[config.mk]
export PLATFORM = sky130hd
export DESIGN_NAME = clk_reconfig_seq
export DESIGN_NICKNAME = d
export VERILOG_FILES = /design/src/rtl/clkrc_pkg.sv /design/src/rtl/clkrc_sel_filter.sv /design/src/rtl/clkrc_timer.sv /design/src/rtl/clk_reconfig_seq.sv
export SDC_FILE = /design/constraint.sdc
export NUM_CORES = 1
export LEC_CHECK = 0
export ABC_AREA = 1
export ABC_CLOCK_PERIOD_IN_PS = 5160
export BUFFER_PORTS_ARGS = -buffer_cell sky130_fd_sc_hd__buf_2
export CAP_MARGIN = 30
export CORE_MARGIN = 5
export CORE_UTILIZATION = 63
export DETAILED_ROUTE_END_ITERATION = 8
export PLACE_DENSITY_LB_ADDON = 0.05
export SLEW_MARGIN = 20
export SYNTH_ARGS = -nofsm -noshare
export SYNTH_HDL_FRONTEND = slang
export SYNTH_HIERARCHICAL = 1
export SYNTH_SLANG_ARGS = --single-unit
[constraint.sdc]
create_clock -name clk -period 5.16 [get_ports clk]
set_input_delay 0 -clock clk [delete_from_list [all_inputs] [get_ports clk]]
set_output_delay 0 -clock clk [all_outputs]
set_load 0.1 [all_outputs]
[src/rtl/clkrc_pkg.sv]
`timescale 1ns/1ps
package clkrc_pkg;

  typedef enum logic [2:0] {
    ST_WAIT_CFG  = 3'd0,
    ST_IDLE      = 3'd1,
    ST_WRITE     = 3'd2,
    ST_START     = 3'd3,
    ST_WAIT_BUSY = 3'd4,
    ST_RST_HOLD  = 3'd5,
    ST_WAIT_LOCK = 3'd6
  } seq_state_t;

  // counter-type codes presented with each engine write
  localparam logic [1:0] CT_MULT = 2'b01;
  localparam logic [1:0] CT_ODIV = 2'b10;

  // type code of write slot 0 (multiply) or 1 (output divider)
  function automatic logic [1:0] slot_type(input logic slot);
    return slot ? CT_ODIV : CT_MULT;
  endfunction

endpackage

[src/rtl/clkrc_sel_filter.sv]
`timescale 1ns/1ps
module clkrc_sel_filter #(
  parameter int STABLE_CYC = 16
) (
  input  logic clk,
  input  logic rst,
  input  logic en,
  input  logic pin,
  output logic acc,
  output logic valid,
  output logic acc_chg
);
  localparam int CW = $clog2(STABLE_CYC + 1);

  logic          s1_q, s2_q, cand_q;
  logic [CW-1:0] run_q;
  logic          hit;

  // candidate has been seen for the full window
  assign hit     = (s2_q == cand_q) && (run_q == CW'(STABLE_CYC - 1));
  assign acc_chg = en && valid && hit && (cand_q != acc);

  always_ff @(posedge clk) begin
    if (rst || !en) begin
      s1_q   <= 1'b0;
      s2_q   <= 1'b0;
      cand_q <= 1'b0;
      run_q  <= '0;
      acc    <= 1'b0;
      valid  <= 1'b0;
    end else begin
      s1_q <= pin;
      s2_q <= s1_q;
      if (s2_q != cand_q) begin
        cand_q <= s2_q;
        run_q  <= '0;
      end else if (!hit) begin
        run_q <= run_q + CW'(1);
      end else begin
        acc   <= cand_q;
        valid <= 1'b1;
      end
    end
  end

  // the accepted level only moves after a full stable window
  assert_accept_after_hold_R2: assert property (@(posedge clk) disable iff (rst)
    ($past(en) && (acc != $past(acc))) |-> (($past(run_q) == CW'(STABLE_CYC - 1)) && ($past(s2_q) == acc)));

endmodule

[src/rtl/clkrc_timer.sv]
`timescale 1ns/1ps
module clkrc_timer #(
  parameter int LIMIT = 8
) (
  input  logic clk,
  input  logic rst,
  input  logic clr,
  input  logic run,
  output logic expire
);
  localparam int TW = $clog2(LIMIT + 1);

  logic [TW-1:0] cnt_q;

  assign expire = run && (cnt_q == TW'(LIMIT - 1));

  always_ff @(posedge clk) begin
    if (rst || clr) cnt_q <= '0;
    else if (run && !expire) cnt_q <= cnt_q + TW'(1);
  end

  // windows never count past their limit
  assert_cnt_in_range_R7_R9: assert property (@(posedge clk) disable iff (rst)
    cnt_q <= TW'(LIMIT - 1));

endmodule

[src/rtl/clk_reconfig_seq.sv]
`timescale 1ns/1ps
module clk_reconfig_seq
  import clkrc_pkg::*;
#(
  parameter int DW         = 9,
  parameter int STABLE_CYC = 16,
  parameter int RST_CYC    = 8,
  parameter int WDOG_CYC   = 4096,
  parameter logic [DW-1:0] SET0_MULT = 9'd40,
  parameter logic [DW-1:0] SET0_ODIV = 9'd4,
  parameter logic [DW-1:0] SET1_MULT = 9'd25,
  parameter logic [DW-1:0] SET1_ODIV = 9'd5
) (
  input  logic          clk,
  input  logic          rst,
  input  logic          cfg_done,
  input  logic          sel_pin,
  output logic          eng_wr,
  output logic [1:0]    eng_type,
  output logic [DW-1:0] eng_data,
  output logic          eng_start,
  input  logic          eng_busy,
  output logic          syn_reset,
  input  logic          syn_locked,
  output logic          ready,
  output logic          err,
  output logic          active_set
);

  function automatic logic [DW-1:0] pick_param(input logic set_sel, input logic slot);
    case ({set_sel, slot})
      2'b00:   return SET0_MULT;
      2'b01:   return SET0_ODIV;
      2'b10:   return SET1_MULT;
      default: return SET1_ODIV;
    endcase
  endfunction

  seq_state_t state;
  logic widx, tgt, applied, seen_busy, pending, need_dec, ready_q, err_q;

  // named internal events
  logic filt_en, sel_acc, sel_valid, acc_chg;
  logic decide, reconf_needed, busy_done, hold_exp, wd_exp;

  assign filt_en = cfg_done || (state != ST_WAIT_CFG);

  clkrc_sel_filter #(.STABLE_CYC(STABLE_CYC)) u_filter (
    .clk(clk), .rst(rst), .en(filt_en), .pin(sel_pin),
    .acc(sel_acc), .valid(sel_valid), .acc_chg(acc_chg)
  );

  clkrc_timer #(.LIMIT(RST_CYC)) u_hold (
    .clk(clk), .rst(rst), .clr(state != ST_RST_HOLD),
    .run(state == ST_RST_HOLD), .expire(hold_exp)
  );

  clkrc_timer #(.LIMIT(WDOG_CYC)) u_wdog (
    .clk(clk), .rst(rst), .clr(state != ST_WAIT_BUSY),
    .run(state == ST_WAIT_BUSY), .expire(wd_exp)
  );

  assign reconf_needed = (sel_acc != applied);
  assign decide        = need_dec || pending || reconf_needed;
  assign busy_done     = seen_busy && !eng_busy;

  always_ff @(posedge clk) begin
    if (rst) begin
      state     <= ST_WAIT_CFG;
      widx      <= 1'b0;
      tgt       <= 1'b0;
      applied   <= 1'b0;
      seen_busy <= 1'b0;
      pending   <= 1'b0;
      need_dec  <= 1'b1;
      ready_q   <= 1'b0;
      err_q     <= 1'b0;
    end else begin
      if (acc_chg && (state != ST_IDLE)) pending <= 1'b1;
      case (state)
        ST_WAIT_CFG: if (cfg_done && sel_valid) state <= ST_IDLE;
        ST_IDLE: begin
          if (decide) begin
            tgt      <= sel_acc;
            pending  <= 1'b0;
            need_dec <= 1'b0;
            ready_q  <= 1'b0;
            widx     <= 1'b0;
            state    <= reconf_needed ? ST_WRITE : ST_RST_HOLD;
          end
        end
        ST_WRITE: begin
          if (!widx) widx <= 1'b1;
          else state <= ST_START;
        end
        ST_START: begin
          seen_busy <= 1'b0;
          state     <= ST_WAIT_BUSY;
        end
        ST_WAIT_BUSY: begin
          if (eng_busy) seen_busy <= 1'b1;
          if (busy_done) begin
            applied <= tgt;
            state   <= ST_RST_HOLD;
          end else if (wd_exp) begin
            err_q <= 1'b1;
            state <= ST_IDLE;
          end
        end
        ST_RST_HOLD: if (hold_exp) state <= ST_WAIT_LOCK;
        ST_WAIT_LOCK: begin
          if (syn_locked) begin
            ready_q <= 1'b1;
            err_q   <= 1'b0;
            state   <= ST_IDLE;
          end
        end
        default: state <= ST_WAIT_CFG;
      endcase
    end
  end

  assign eng_wr     = (state == ST_WRITE);
  assign eng_type   = eng_wr ? slot_type(widx) : 2'b00;
  assign eng_data   = eng_wr ? pick_param(tgt, widx) : '0;
  assign eng_start  = (state == ST_START);
  assign syn_reset  = (state == ST_RST_HOLD);
  assign ready      = ready_q;
  assign err        = err_q;
  assign active_set = applied;

  // no progress out of the configuration wait without cfg_done
  assert_hold_before_cfg_R1: assert property (@(posedge clk) disable iff (rst)
    (($past(state) == ST_WAIT_CFG) && !$past(cfg_done)) |-> (state == ST_WAIT_CFG));

  // divider write is preceded by the multiply write
  assert_mult_before_odiv_R4: assert property (@(posedge clk) disable iff (rst)
    (eng_wr && (eng_type == CT_ODIV)) |-> ($past(eng_wr) && ($past(eng_type) == CT_MULT)));

  // start follows the divider write
  assert_start_after_odiv_R4: assert property (@(posedge clk) disable iff (rst)
    eng_start |-> ($past(eng_wr) && ($past(eng_type) == CT_ODIV)));

  // start is a single-cycle pulse
  assert_start_single_R5: assert property (@(posedge clk) disable iff (rst)
    eng_start |=> !eng_start);

  // leaving the busy wait for reset needs a seen busy that has fallen
  assert_done_needs_fall_R6: assert property (@(posedge clk) disable iff (rst)
    ((state == ST_RST_HOLD) && ($past(state) == ST_WAIT_BUSY)) |-> (!$past(eng_busy) && $past(seen_busy)));

  // ready only rises after lock was sampled
  assert_ready_after_lock_R8: assert property (@(posedge clk) disable iff (rst)
    $rose(ready) |-> ($past(syn_locked) && !syn_reset));

  // a watchdog error returns to idle and keeps the applied set
  assert_err_keeps_set_R9: assert property (@(posedge clk) disable iff (rst)
    $rose(err) |-> ((state == ST_IDLE) && $stable(active_set)));

endmodule

==> results of run 1 <==
[cell usage in the layout, fill, tap and decap left out, drive strengths merged]
cell type,n
inv,48
nand4,8
o21bai,1
clkbuf,6
a21oi,25
nand3,28
ha,4
dlygate4sd3,5
conb,4
nand2,76
o21ai,8
dfxtp,38
nor3,6
o211ai,1
buf,18
o22ai,1
clkinv,2
nand3b,1
nor2,62
xor2,2
clkinvlp,1
[per-layer routing]
metal | part of all wire [%] | up-vias | global-route usage (%)
met5 | 0 | - | 0
met3 | 3.7 | 2 | 5.35
met1 | 48 | 852 | 24.5
li1 | - | 1048 | -
met4 | 0.44 | 0 | 4.47
met2 | 48 | 30 | 33.4
[cell type report]
type	count	area [um2]	area share, %
well taps	46	57.6	2.45
flip-flops and latches	38	761	32.3
repair buffers	23	140	5.95
clock inverters	2	12.5	0.532
multi-input cells	227	1140	48.6
clock buffers	6	51.3	2.18
inverters	49	188	7.97
[through the flow]
stage | worst slack, ns | hold WS (ns) | cells | cell area [um2] | util (%)
floorplan | 0.817 | 0.0691 | 323 | 2170 | -
global placement | 3.39 | 0.215 | 378 | 2240 | 67.1
detailed placement | 3.30 | 0.227 | 378 | 2240 | 67.1
CTS | 3.16 | 0.160 | 391 | 2350 | 70.5
global route | 2.92 | 0.178 | 391 | 2350 | 70.5
finish | 3.14 | 0.183 | 391 | 2350 | 70.5
[state kept, by name, indices dropped and copies added, names as in the netlist, 3 cells and up]
name / cells
state: 3
u_filter/run_q: 5
u_hold/cnt_q: 4
u_wdog/cnt_q: 13
[cells by family (layout without fill, tap and decap cells)]
group           after synthesis  count (layout)  share of synthesized area (%)
compound gates               36              36                           9.34
fa+ha+maj                     4               4                           2.32
other cells                   1               4                          0.174
simple gates                181             181                           39.9
flops                        38              38                           35.3
buf+inv                      58              80                           12.2
xor+xnor                      2               2                          0.813
[power by group]
part | leakage [uW] | total (uW) | switching [uW] | internal [uW]
sequential | 0.000308 | 356 | 34.9 | 321
clock | 0.0000343 | 161 | 95.0 | 65.6
combinational | 0.000644 | 354 | 263 | 91.0
total | 0.000987 | 870 | 393 | 477
[critical path: stages, from the launching register on]
cell and delay (ns):
sky130_fd_sc_hd__dfxtp_1 0.64, sky130_fd_sc_hd__inv_2 0.10, sky130_fd_sc_hd__nor3_1 0.27, sky130_fd_sc_hd__inv_1 0.14, sky130_fd_sc_hd__nor2_1 0.12, sky130_fd_sc_hd__buf_2 0.44
[final timing paths]
kind / end / cells past startpoint
worst max register to register: state[1] / 13
worst max-delay path: eng_type[1] / 5
worst min-delay path: state[2] / 7
worst min register to register: u_filter/s2_q / 2
[timing repair]
| action | CTS | global route |
|---|---|---|
| endpoints found under the hold margin | 5 | 0 |
| setup endpoints to repair | 0 | 0 |
| hold buffers | 5 | 0 |
==> run summary, run 1 <==
In this run, the number of DRC markers left after iteration 0 of detailed routing was 73. After synthesis, the cell types taking the most area are sky130_fd_sc_hd__dfxtp_1, sky130_fd_sc_hd__nand2_1, sky130_fd_sc_hd__nor2_1, sky130_fd_sc_hd__inv_1, sky130_fd_sc_hd__nand3_1. Of the post-synthesis cell area, the dominant cell type holds 35.3%.

The count of clock tree sinks is 38, and the effective utilization at floorplan is 64.6%. The number of fillers in the final layout is 299. The run gives 354 as the number of nets in the finished design.

The final RePlAce weighted congestion is 0.834, and the clock tree skew after final layout is 0.00702 ns. The run gives 35.3% as the part of the Yosys area used for sequential elements. For the cell count after synthesis, the log shows 320.

The overall global routing resource usage is 19.6%, and the time the worst path needs with I/O delays and setup is 2.02 ns. The total clock buffers created by CTS is 5, and the total of endpoints with negative setup slack in the final report is 0. STA puts the critical path data required time at 5.16 ns. The first global-routing pass estimated 7100 um of wire. For the detailed placement HPWL, the log shows 3140 um.

In this run the horizontal extent of the chip is 68.5 um. The worst setup path is captured at an output port. The tools report the via count of the first global-routing pass as 1693.

The run gives 0 as the final max-slew violation count. The worst register-to-register path has a setup slack of 3.27 ns. For the number of endpoints with negative hold slack in the final report, the log shows 0. Setup repair after global routing left no endpoint under its margin. The flow ran to the end, and the final reports show no timing, DRC or antenna violations. The initial antenna violation count was 0; the per-instance average area after synthesis was 6.74 um2.

The biggest fanout along the worst timing path was 9; the detailed-routing iteration count for the pre-antenna-repair pass was 4. In the routed design, unresolved DRC markers number 0. The post-CTS setup buffer count was 0. The startpoint identified for the worst register-to-register timing path is u_wdog/cnt_q[1]. The startpoint of the most critical setup path was state[1].

The synthesized flop and latch total was 38. Summed over all layers, the global routing overflow is 0. At the pin with the least slew margin, the transition time is 0.719 ns.

The worst ir drop on vdd is 0.351 mV, and the netlist area before placement is 0.00216 mm2. The tools report the clock latency reported for the late side of the worst-skew pair as 0.33 ns. TritonCTS built the clock tree. By instance count, the leading cell after synthesis is sky130_fd_sc_hd__nand2_1.

The die extent in y was 68.5 um. Path category of the worst min-delay check: input port to flip-flop. Standard cell core area: 0.00334 mm2. For this design the top-level I/O count stands at 23. Synthesis instantiated 35 different standard cells from the library. In the synthesized netlist the dominant register cell turns out to be sky130_fd_sc_hd__dfxtp_1. The number of buffers inserted by port buffering came out at 18. Clock-pin slew was measured on the worst setup and hold paths at 0.11 ns. Static power due to leakage: 0.000987 uW.

Summed over all instances, the cell type with the most area after synthesis is sky130_fd_sc_hd__dfxtp_1. The logs give 0 for the antenna diode instance count and 2.02 ns for the arrival time of the worst setup path. Across the run, the number of max-cap violations was 0. In this run the remaining antenna-violating nets after routing total 0. The share of final-layout standard cells stronger than drive strength 1 was 17.7%; the number of buffers on the longest clock path was 2.

In the final timing run, aggregate negative setup slack is 0 ns. Gates resized during post-CTS repair numbered 0. For the count of vias placed by the detailed router, the log shows 1932.

Dividing the detail-routed wire length by the instance count gives 10.6 um. The startpoint identified for the worst hold timing path is cfg_done. The tools report the headroom to the max-slew limit as 51.9%. The floorplan die area came out at 0.00469 mm2. The H-tree was split into 2 levels.

The power density of the placed cells works out to 370 mW/mm2. The fmax came out at 494 MHz. Compared with the post-synthesis result, the final layout area differs by 9.17%. Clock tree synthesis selected as its root buffer the cell sky130_fd_sc_hd__clkbuf_4. In the synthesized netlist the async set-or-reset flop fraction comes to 0%. Wires add up to 4130 um. Dividing the detail-routed via count by the number of cells gives 4.94. After layout, the design draws a total of 870 uW. Yosys printed 6 warnings. The startpoint type of the worst setup path is a flip-flop.

The run gives 21 as the placement row count. By count the netlist is led by sky130_fd_sc_hd__nand2_1, sky130_fd_sc_hd__nor2_1, sky130_fd_sc_hd__inv_1. Entering global routing, the biggest net connects 13 pins.

The final period utilization came out at 39.2%. In this run, synthesis inferred 0 flip-flops with an integrated enable. The worst setup path is of the flip-flop to output port kind.
(Power assumes the default switching activity.)
==> run 2: changes to the inputs <==
--- a/config.mk
+++ b/config.mk
@@ -6,11 +6,11 @@
 export NUM_CORES = 1
 export LEC_CHECK = 0
 export ABC_AREA = 1
-export ABC_CLOCK_PERIOD_IN_PS = 5160
+export ABC_CLOCK_PERIOD_IN_PS = 1700
 export BUFFER_PORTS_ARGS = -buffer_cell sky130_fd_sc_hd__buf_2
 export CAP_MARGIN = 30
 export CORE_MARGIN = 5
-export CORE_UTILIZATION = 63
+export CORE_UTILIZATION = 52
 export DETAILED_ROUTE_END_ITERATION = 8
 export PLACE_DENSITY_LB_ADDON = 0.05
 export SLEW_MARGIN = 20
==> constraint.sdc (replaced) <==
create_clock -name clk -period 1.7 [get_ports clk]
set_input_delay 0 -clock clk [delete_from_list [all_inputs] [get_ports clk]]
set_output_delay 0 -clock clk [all_outputs]
set_load 0.1 [all_outputs]
==> run 2 against run 1 <==
  * First-iteration DRC count increased by 77%
  * Utilization decreased by 3.1 points
  * Cell area grew 15%
  * Flip-flop and latch count unchanged
  * Clock power grew to 3.8 times the previous value
  * Power rose to 3.5 times the previous value
  * Worst setup slack got worse by 3.1 ns
  * Wire length increased by 12%
  * Critical path type is now flip-flop to flip-flop
  * Largest cell class unchanged
  * Highest routed layer unchanged
==> run summary, run 2 (synthesis gave the netlist of run 1 again) <==
The flow ran to the end, and the final reports show no timing, DRC or antenna violations. The run gives 18.2% (was 19.6%) as the overall global routing resource usage. Top flop regs: u_wdog/cnt_q x13, u_filter/run_q x5, u_hold/cnt_q x4 (unchanged).

The tools report the number of fillers in the final layout as 359 (was 299). The proportion of total power due to net switching came out at 42.9% (was 45.1%). Highest-count cells in the layout ignoring fill and taps: sky130_fd_sc_hd__nand2_1, sky130_fd_sc_hd__nor2_1, sky130_fd_sc_hd__inv_1, sky130_fd_sc_hd__dfxtp_1, sky130_fd_sc_hd__nand3_1 (unchanged). The die width was 74.4 um (was 68.5 um). The initial antenna violation count is 0 (unchanged), and the static power due to leakage is 0.00111 uW (was 0.000987 uW). The floorplan die area was 0.00553 mm2 (was 0.00469 mm2); the detailed placement HPWL was 3560 um (was 3140 um).

The clock edge transition at the registers on the reported setup and hold paths came out at 0.07 ns (was 0.11 ns). Setup repair after global routing could not meet its margin everywhere. Wire length per cell after detailed routing: 11.2 um (was 10.6 um). The via count of the first global-routing pass is 1864 (was 1693), and the arrival time of the worst setup path is 1.84 ns (was 2.02 ns). For the power dissipated by switching net loads, the log shows 1300 uW (was 393 uW). The tools report the worst ir drop on vdd as 0.908 mV (was 0.351 mV). The run gives 20.3% (was 18.5%) as the clock network power share. The biggest fanout along the worst timing path was 5 (was 9). The clock latency reported for the late side of the worst-skew pair was 0.28 ns (was 0.33 ns). The tools report the fmax as 602 MHz.

The initial DRC count was 129 (was 73). The fraction of met3 tracks used by global routing is 3.78% (was 5.35%), and the wire length of the first global-routing pass is 7930 um (was 7100 um). For the final max-slew violation count, the log shows 0 (unchanged).

The number of top-level design ports was 23 (unchanged); the standard cell core area was 0.00400 mm2 (was 0.00334 mm2). Sum of routed wire length over all layers: 4610 um (was 4130 um). The kind of end point of the critical path was a flip-flop (was an output port). The run gives 38 (unchanged) as the count of clock tree sinks. The run gives 0 (unchanged) as the total grt overflow. The run gives 1730 uW (was 477 uW) as the internal power. The run gives 1.87 ns (was 5.16 ns) as the required time reported for the critical path endpoint. The logs give 23 (was 21) for the placement row count and 44.1% (was 40.6%) for the combinational share of power. Most common cell after layout, fill and taps aside: sky130_fd_sc_hd__nand2_1 (unchanged). The power density of the placed cells is 1120 mW/mm2 (was 370 mW/mm2). The run gives 35.5% (was 40.9%) as the fraction of power consumed by sequential logic. The final antenna-violating net count was 0 (unchanged); the number of endpoints with negative hold slack in the final report was 0 (unchanged).

The run gives 0 (unchanged) as the max-cap violation count. The flip-flop count of the largest register after layout came out at 13 (unchanged). Path category of the worst min-delay check: input port to flip-flop (unchanged). The most used routing layer in global routing is met2 (unchanged). Growth of design area from synthesis to finish: 25.2% (was 9.17%). The number of buffers on the longest clock path was 2 (unchanged); the number of remaining DRC errors was 0 (unchanged).

The run gives 411 (was 391) as the non-filler instance count after layout. The start-to-end type of the worst setup path was flip-flop to flip-flop (was flip-flop to output port). Startpoint type of the worst setup path: a flip-flop (unchanged). Setup slack at placement: -0.000181 ns (was 3.30 ns). The run gives 53.9% (was 64.6%) as the effective utilization at floorplan.

TritonCTS built the clock tree. The largest register by flop count is u_wdog/cnt_q (unchanged). The met1 track demand over resource in global routing was 24.2% (was 24.5%); the average vias per placed instance was 4.89 (was 4.94). The run gives 29.9% (was 33.4%) as the global-route met2 utilization.

The tools report the clock tree skew after final layout as 0.00271 ns (was 0.00702 ns). The number of nets in the finished design was 371 (was 354); the maximum number of pins on one net before global-route repair was 12 (was 13). The die extent in y is 74.4 um (was 68.5 um).

The tools report the count of vias placed by the detailed router as 2009 (was 1932). The tools report the cell at the root of the clock tree as sky130_fd_sc_hd__clkbuf_8 (was sky130_fd_sc_hd__clkbuf_4). The run gives 396 (was 378) as the count of placed standard cells including taps. The setup slack after layout is 0.0391 ns (was 3.14 ns), and the number of buffers inserted by port buffering is 18 (unchanged). The share of final-layout standard cells stronger than drive strength 1 is 27.7% (was 17.7%). In the finished design, the share of the clock period the worst path needs comes to 97.7%.

The tools report the final RePlAce weighted congestion as 0.829 (was 0.834). Time the worst path needs with I/O delays and setup: 1.66 ns. The detailed-routing iteration count for the pre-antenna-repair pass is 4 (unchanged). The total of endpoints with negative setup slack in the final report was 0 (unchanged); the share of the core filled with cells in the final layout was 67.5% (was 70.5%). The antenna diode instance count came out at 0 (unchanged). The total clock buffers created by CTS came out at 5 (unchanged). Count of H-tree levels built during CTS: 2 (unchanged).
run 2: area by class of cell:
class	instances	area, um2	share of cell area (%)
multi-input cells	227	1210	45.0
flip-flops and latches	38	773	28.7
well taps	50	62.6	2.32
clock buffers	7	86.3	3.20
inverters	49	194	7.19
repair buffers	40	368	13.6
run 2: metal layers:
layer  vias up  wire length [um]  part of all wire [%]
met2        36              2220                    48
met3         4               177                   3.8
li1       1082                 -                     -
met1       887              2170                    47
met4         0                42                  0.91
met5         -                 0                     0
run 2: per-stage QoR:
stage               hold slack, ns   TNS [ns]  power, uW  area (um2)
global placement             0.222          0       2380        2510
CTS                         0.0200          0       3010        2620
global route                0.0350     -0.300       3210        2700
floorplan                   0.0691      -1.47       2090        2230
finish                      0.0303          0       3030        2700
detailed placement           0.225  -0.000181       2390        2510
run 2: critical path, stage by stage (launching register included):
cell and delay, ns:
sky130_fd_sc_hd__dfxtp_2 0.35, sky130_fd_sc_hd__ha_4 0.14, sky130_fd_sc_hd__nand3_2 0.08, sky130_fd_sc_hd__inv_2 0.07, sky130_fd_sc_hd__nand2_2 0.05, sky130_fd_sc_hd__inv_2 0.06, sky130_fd_sc_hd__nand2_2 0.06, sky130_fd_sc_hd__nor2_2 0.14
sky130_fd_sc_hd__o21bai_1 0.12, sky130_fd_sc_hd__nor2_1 0.07, sky130_fd_sc_hd__nor2_2 0.19, sky130_fd_sc_hd__nand3_1 0.11, sky130_fd_sc_hd__nand2_1 0.07, sky130_fd_sc_hd__nor2_1 0.04
run 2: worst paths after layout:
check | startpoint | to | slack (ns) | depth (start not counted)
setup / recovery | u_wdog/cnt_q[1] | state[0] | 0.04 | 13
hold / removal | rst | seen_busy | 0.03 | 2
setup reg to reg | u_wdog/cnt_q[1] | state[0] | 0.04 | 13
hold reg to reg | u_filter/s1_q | u_filter/s2_q | 0.41 | 2
run 2: power by group through the flow:
stage          sequential, uW  clock, uW  combinational (uW)
6_report                 1080        616                1340
5_1_grt                  1090        673                1450
4_1_cts                  1080        637                1300
3_5_place_dp             1100          0                1300
3_3_place_gp             1090          0                1280
2_1_floorplan            1070          0                1020
run 2: timing repair:
action	in CTS	in global routing
pin swaps	1	7
hold buffers	2	0
gates resized for setup	0	12
hold endpoints to repair	2	0
setup buffers	0	6
endpoints found under the setup margin	2	7
==> run 3: changes to the inputs <==
==> constraint.sdc (replaced) <==
create_clock -name clk -period 1.7 [get_ports clk]
set_input_delay 0 -clock clk [delete_from_list [all_inputs] [get_ports clk]]
set_output_delay 0 -clock clk [all_outputs]
set_load 0.05 [all_outputs]
==> run 3 against run 2 <==
  * First-iteration DRC count fell by 30%
  * Highest routed layer unchanged
  * Critical endpoint is now state[1]
  * Global-route usage fell by 0.25 points
  * Worst setup slack got worse by 0.00088 ns
  * Critical path depth fell by 1
  * Critical path type unchanged
  * Non-clock buffer count did not move
  * Register-to-register slack barely moved
  * Die area did not move
==> run summary, run 3 (synthesis gave the netlist of run 1 again) <==
The hold path depth was 3 (was 2); the die extent in y was 74.4 um (unchanged). The cell with the largest stage delay on the worst path was sky130_fd_sc_hd__dfxtp_1 (was sky130_fd_sc_hd__dfxtp_2). Top flop regs: u_wdog/cnt_q x13, u_filter/run_q x5, u_hold/cnt_q x4 (unchanged).

The final RePlAce weighted congestion is 0.862 (was 0.829), and the final instance area is 0.00262 mm2 (was 0.00270 mm2). The flip-flop count of the largest register after layout was 13 (unchanged); the final period utilization was 97.8% (was 97.7%). Share of final-layout standard cells stronger than drive strength 1: 26.2% (was 27.7%).

For the worst ir drop on vdd, the log shows 0.657 mV (was 0.908 mV). The tools report the non-filler instance count after layout as 412 (was 411). The placement row count was 23 (unchanged). The growth of design area from synthesis to finish works out to 21.4% (was 25.2%). The arrival time of the worst setup path is 1.84 ns (about the same). The kind of end point of the critical path was a flip-flop (unchanged). The tools report the effective utilization at floorplan as 53.9% (unchanged). The worst reg-to-reg path cell count was 12 (was 13); the total grt overflow was 0 (unchanged).

Highest-count cells in the layout ignoring fill and taps: sky130_fd_sc_hd__nand2_1, sky130_fd_sc_hd__nor2_1, sky130_fd_sc_hd__inv_1, sky130_fd_sc_hd__dfxtp_1, sky130_fd_sc_hd__nand3_1 (unchanged). The time the worst path needs with I/O delays and setup works out to 1.66 ns (about the same). The count of placed standard cells including taps came out at 396 (unchanged). Path category of the worst min-delay check: input port to flip-flop (unchanged).

The detailed placement HPWL was 3300 um (was 3560 um); the delay contributed by the slowest stage of the critical path was 0.40 ns (was 0.35 ns). Cell at the root of the clock tree: sky130_fd_sc_hd__clkbuf_8 (unchanged). The number of endpoints with negative hold slack in the final report was 0 (unchanged). The number of top-level design ports is 23 (unchanged), and the count of clock tree sinks is 38 (unchanged). The fraction of power consumed by sequential logic was 36.9% (was 35.5%); the static power due to leakage was 0.00111 uW (about the same). The floorplan die area was 0.00553 mm2 (unchanged). The logs give 2 (unchanged) for the count of H-tree levels built during CTS and 12 (unchanged) for the maximum number of pins on one net before global-route repair. For the number of fillers in the final layout, the log shows 384 (was 359).

The sum of routed wire length over all layers was 4500 um (was 4610 um). The overall global routing resource usage was 17.9% (was 18.2%); the detailed-routing iteration count for the pre-antenna-repair pass was 4 (unchanged). The number of nets in the finished design is 371 (unchanged), and the wire length per cell after detailed routing is 10.9 um (was 11.2 um).

The biggest fanout along the worst timing path was 5 (unchanged). The tools report the max-cap violation count as 0 (unchanged). The number of remaining DRC errors is 0 (unchanged).

The final setup TNS is 0 ns (unchanged), and the fmax is 602 MHz (about the same). The number of gates on the worst path with buffers counted was 12 (was 13); the clock latency reported for the late side of the worst-skew pair was 0.29 ns (was 0.28 ns). The start-to-end type of the worst setup path is flip-flop to flip-flop (unchanged).

For the internal power, the log shows 1770 uW (was 1730 uW). The required time reported for the critical path endpoint was 1.88 ns (was 1.87 ns); the initial antenna violation count was 0 (unchanged). The combinational share of power is 36.6% (was 44.1%), and the proportion of total power due to net switching is 38.6% (was 42.9%). The number of buffer and inverter instances along the worst setup path came out at 1 (was 2). The top cell family by delay on the critical path was simple AND/OR/NAND/NOR gates (unchanged). The power density of the placed cells works out to 1100 mW/mm2 (was 1120 mW/mm2). The final max-slew violation count was 0 (unchanged). The logs give 0 (unchanged) for the total of endpoints with negative setup slack in the final report and 2 (unchanged) for the number of buffers on the longest clock path.

The die width was 74.4 um (unchanged). The most common cell after layout, fill and taps aside is sky130_fd_sc_hd__nand2_1 (unchanged). Final antenna-violating net count: 0 (unchanged).

For the cell area reported after detailed placement, the log shows 0.00239 mm2 (was 0.00251 mm2). Critical path cell sequence: nand2_1 -> nor2_2 -> nand2_2 -> inv_2 -> nand2_4 -> nor2_4 -> o21bai_1 -> nor2_1 -> nor2_2 -> nand3_1 -> nand2_1 -> nor2_1 (was ha_4 -> nand3_2 -> inv_2 -> nand2_2 -> inv_2 -> nand2_2 -> nor2_2 -> o21bai_1 -> nor2_1 -> nor2_2 -> nand3_1 -> nand2_1 -> nor2_1). Clock edge transition at the registers on the reported setup and hold paths: 0.07 ns (about the same). The clock tree skew after final layout was 0.00398 ns (was 0.00271 ns). The via count of the first global-routing pass is 1846 (was 1864), and the antenna diode instance count is 0 (unchanged).

TritonCTS built the clock tree. The largest register by flop count was u_wdog/cnt_q (unchanged). The average vias per placed instance works out to 4.91 (was 4.89). The logs give 26.5% (was 20.3%) for the clock network power share and 0.00400 mm2 (unchanged) for the standard cell core area. For the count of vias placed by the detailed router, the log shows 2023 (was 2009). Setup repair after global routing could not meet its margin everywhere.

Number of buffers inserted by port buffering: 18 (unchanged). The flow ran to the end, and the final reports show no timing, DRC or antenna violations. Startpoint type of the worst setup path: a flip-flop (unchanged). The run gives 5 (unchanged) as the total clock buffers created by CTS. The post-route total power was 2880 uW (was 3030 uW); the wire length of the first global-routing pass was 7730 um (was 7930 um). For the initial DRC count, the log shows 90 (was 129).

The power dissipated by switching net loads is 1110 uW (was 1300 uW).
## run 3: cell types whose count changed in the layout (fill, tap and decap cells not counted), moves of 2 or more
| cell | delta |
|---|---|
| sky130_fd_sc_hd__buf_2 | +8 |
| sky130_fd_sc_hd__dfxtp_1 | -2 |
| sky130_fd_sc_hd__buf_12 | -6 |
| sky130_fd_sc_hd__dlygate4sd3_1 | +2 |
| sky130_fd_sc_hd__nor2_1 | +3 |
| sky130_fd_sc_hd__buf_4 | -3 |
| sky130_fd_sc_hd__nor2_4 | -2 |
| sky130_fd_sc_hd__dfxtp_2 | +2 |
## run 3: cell type report
cell class	count	area, um2	area share [%]
Inverter	49	191	7.32
Clock inverter	1	30.0	1.15
Multi-Input combinational cell	227	1200	46.0
Sequential cell	38	776	29.7
Tap cell	50	62.6	2.39
Timing Repair Buffer	40	278	10.6
Clock buffer	7	76.3	2.92
## run 3: power by group through the flow
stage	sequential [uW]	clock, uW	combinational, uW
after floorplan	1060	0	818
after global placement	1090	0	996
after detailed placement	1090	0	1000
after CTS	1070	789	1030
after global routing	1070	828	1180
final	1060	763	1060
## run 3: stage by stage
stage / utilization (%) / setup WS, ns / hold slack (ns)
2_1_floorplan: - / 0.00164 / 0.0691
3_3_place_gp: 59.8 / 0.0897 / 0.220
3_5_place_dp: 59.8 / 0.0424 / 0.222
4_1_cts: 63.4 / 0.000784 / 0.0128
5_1_grt: 65.4 / -0.101 / 0.0413
6_report: 65.4 / 0.0382 / 0.0136
## run 3: path summary, 6_finish.rpt
kind | start | to | slack [ns]
hold reg to reg | u_filter/s1_q | u_filter/s2_q | 0.41
setup reg to reg | u_wdog/cnt_q[6] | state[1] | 0.04
hold / removal | syn_locked | ready | 0.01
setup / recovery | u_wdog/cnt_q[6] | state[1] | 0.04
## run 3: what timing repair did
item,4_1_cts,5_1_grt
resized for setup,0,16
hold endpoints to repair,3,0
setup buffers,0,4
pin swaps,1,7
hold buffers,4,0
endpoints found under the setup margin,1,9
## run 3: worst reg2reg max path, stage by stage (launching register included)
cell and delay [ns]:
sky130_fd_sc_hd__dfxtp_1 0.40, sky130_fd_sc_hd__nand2_1 0.11, sky130_fd_sc_hd__nor2_2 0.15, sky130_fd_sc_hd__nand2_2 0.08, sky130_fd_sc_hd__inv_2 0.07, sky130_fd_sc_hd__nand2_4 0.05
sky130_fd_sc_hd__nor2_4 0.10, sky130_fd_sc_hd__o21bai_1 0.11, sky130_fd_sc_hd__nor2_1 0.07, sky130_fd_sc_hd__nor2_2 0.20, sky130_fd_sc_hd__nand3_1 0.11, sky130_fd_sc_hd__nand2_1 0.07
sky130_fd_sc_hd__nor2_1 0.04
## run 3: routing by layer
layer  up-vias  part of all wire (%)  global-route usage (%)
met5         -                     0                       0
met2        26                    47                    29.0
li1       1089                     -                       -
met3         4                   4.1                    4.59
met4         0                  0.76                    5.93
met1       904                    48                    23.3
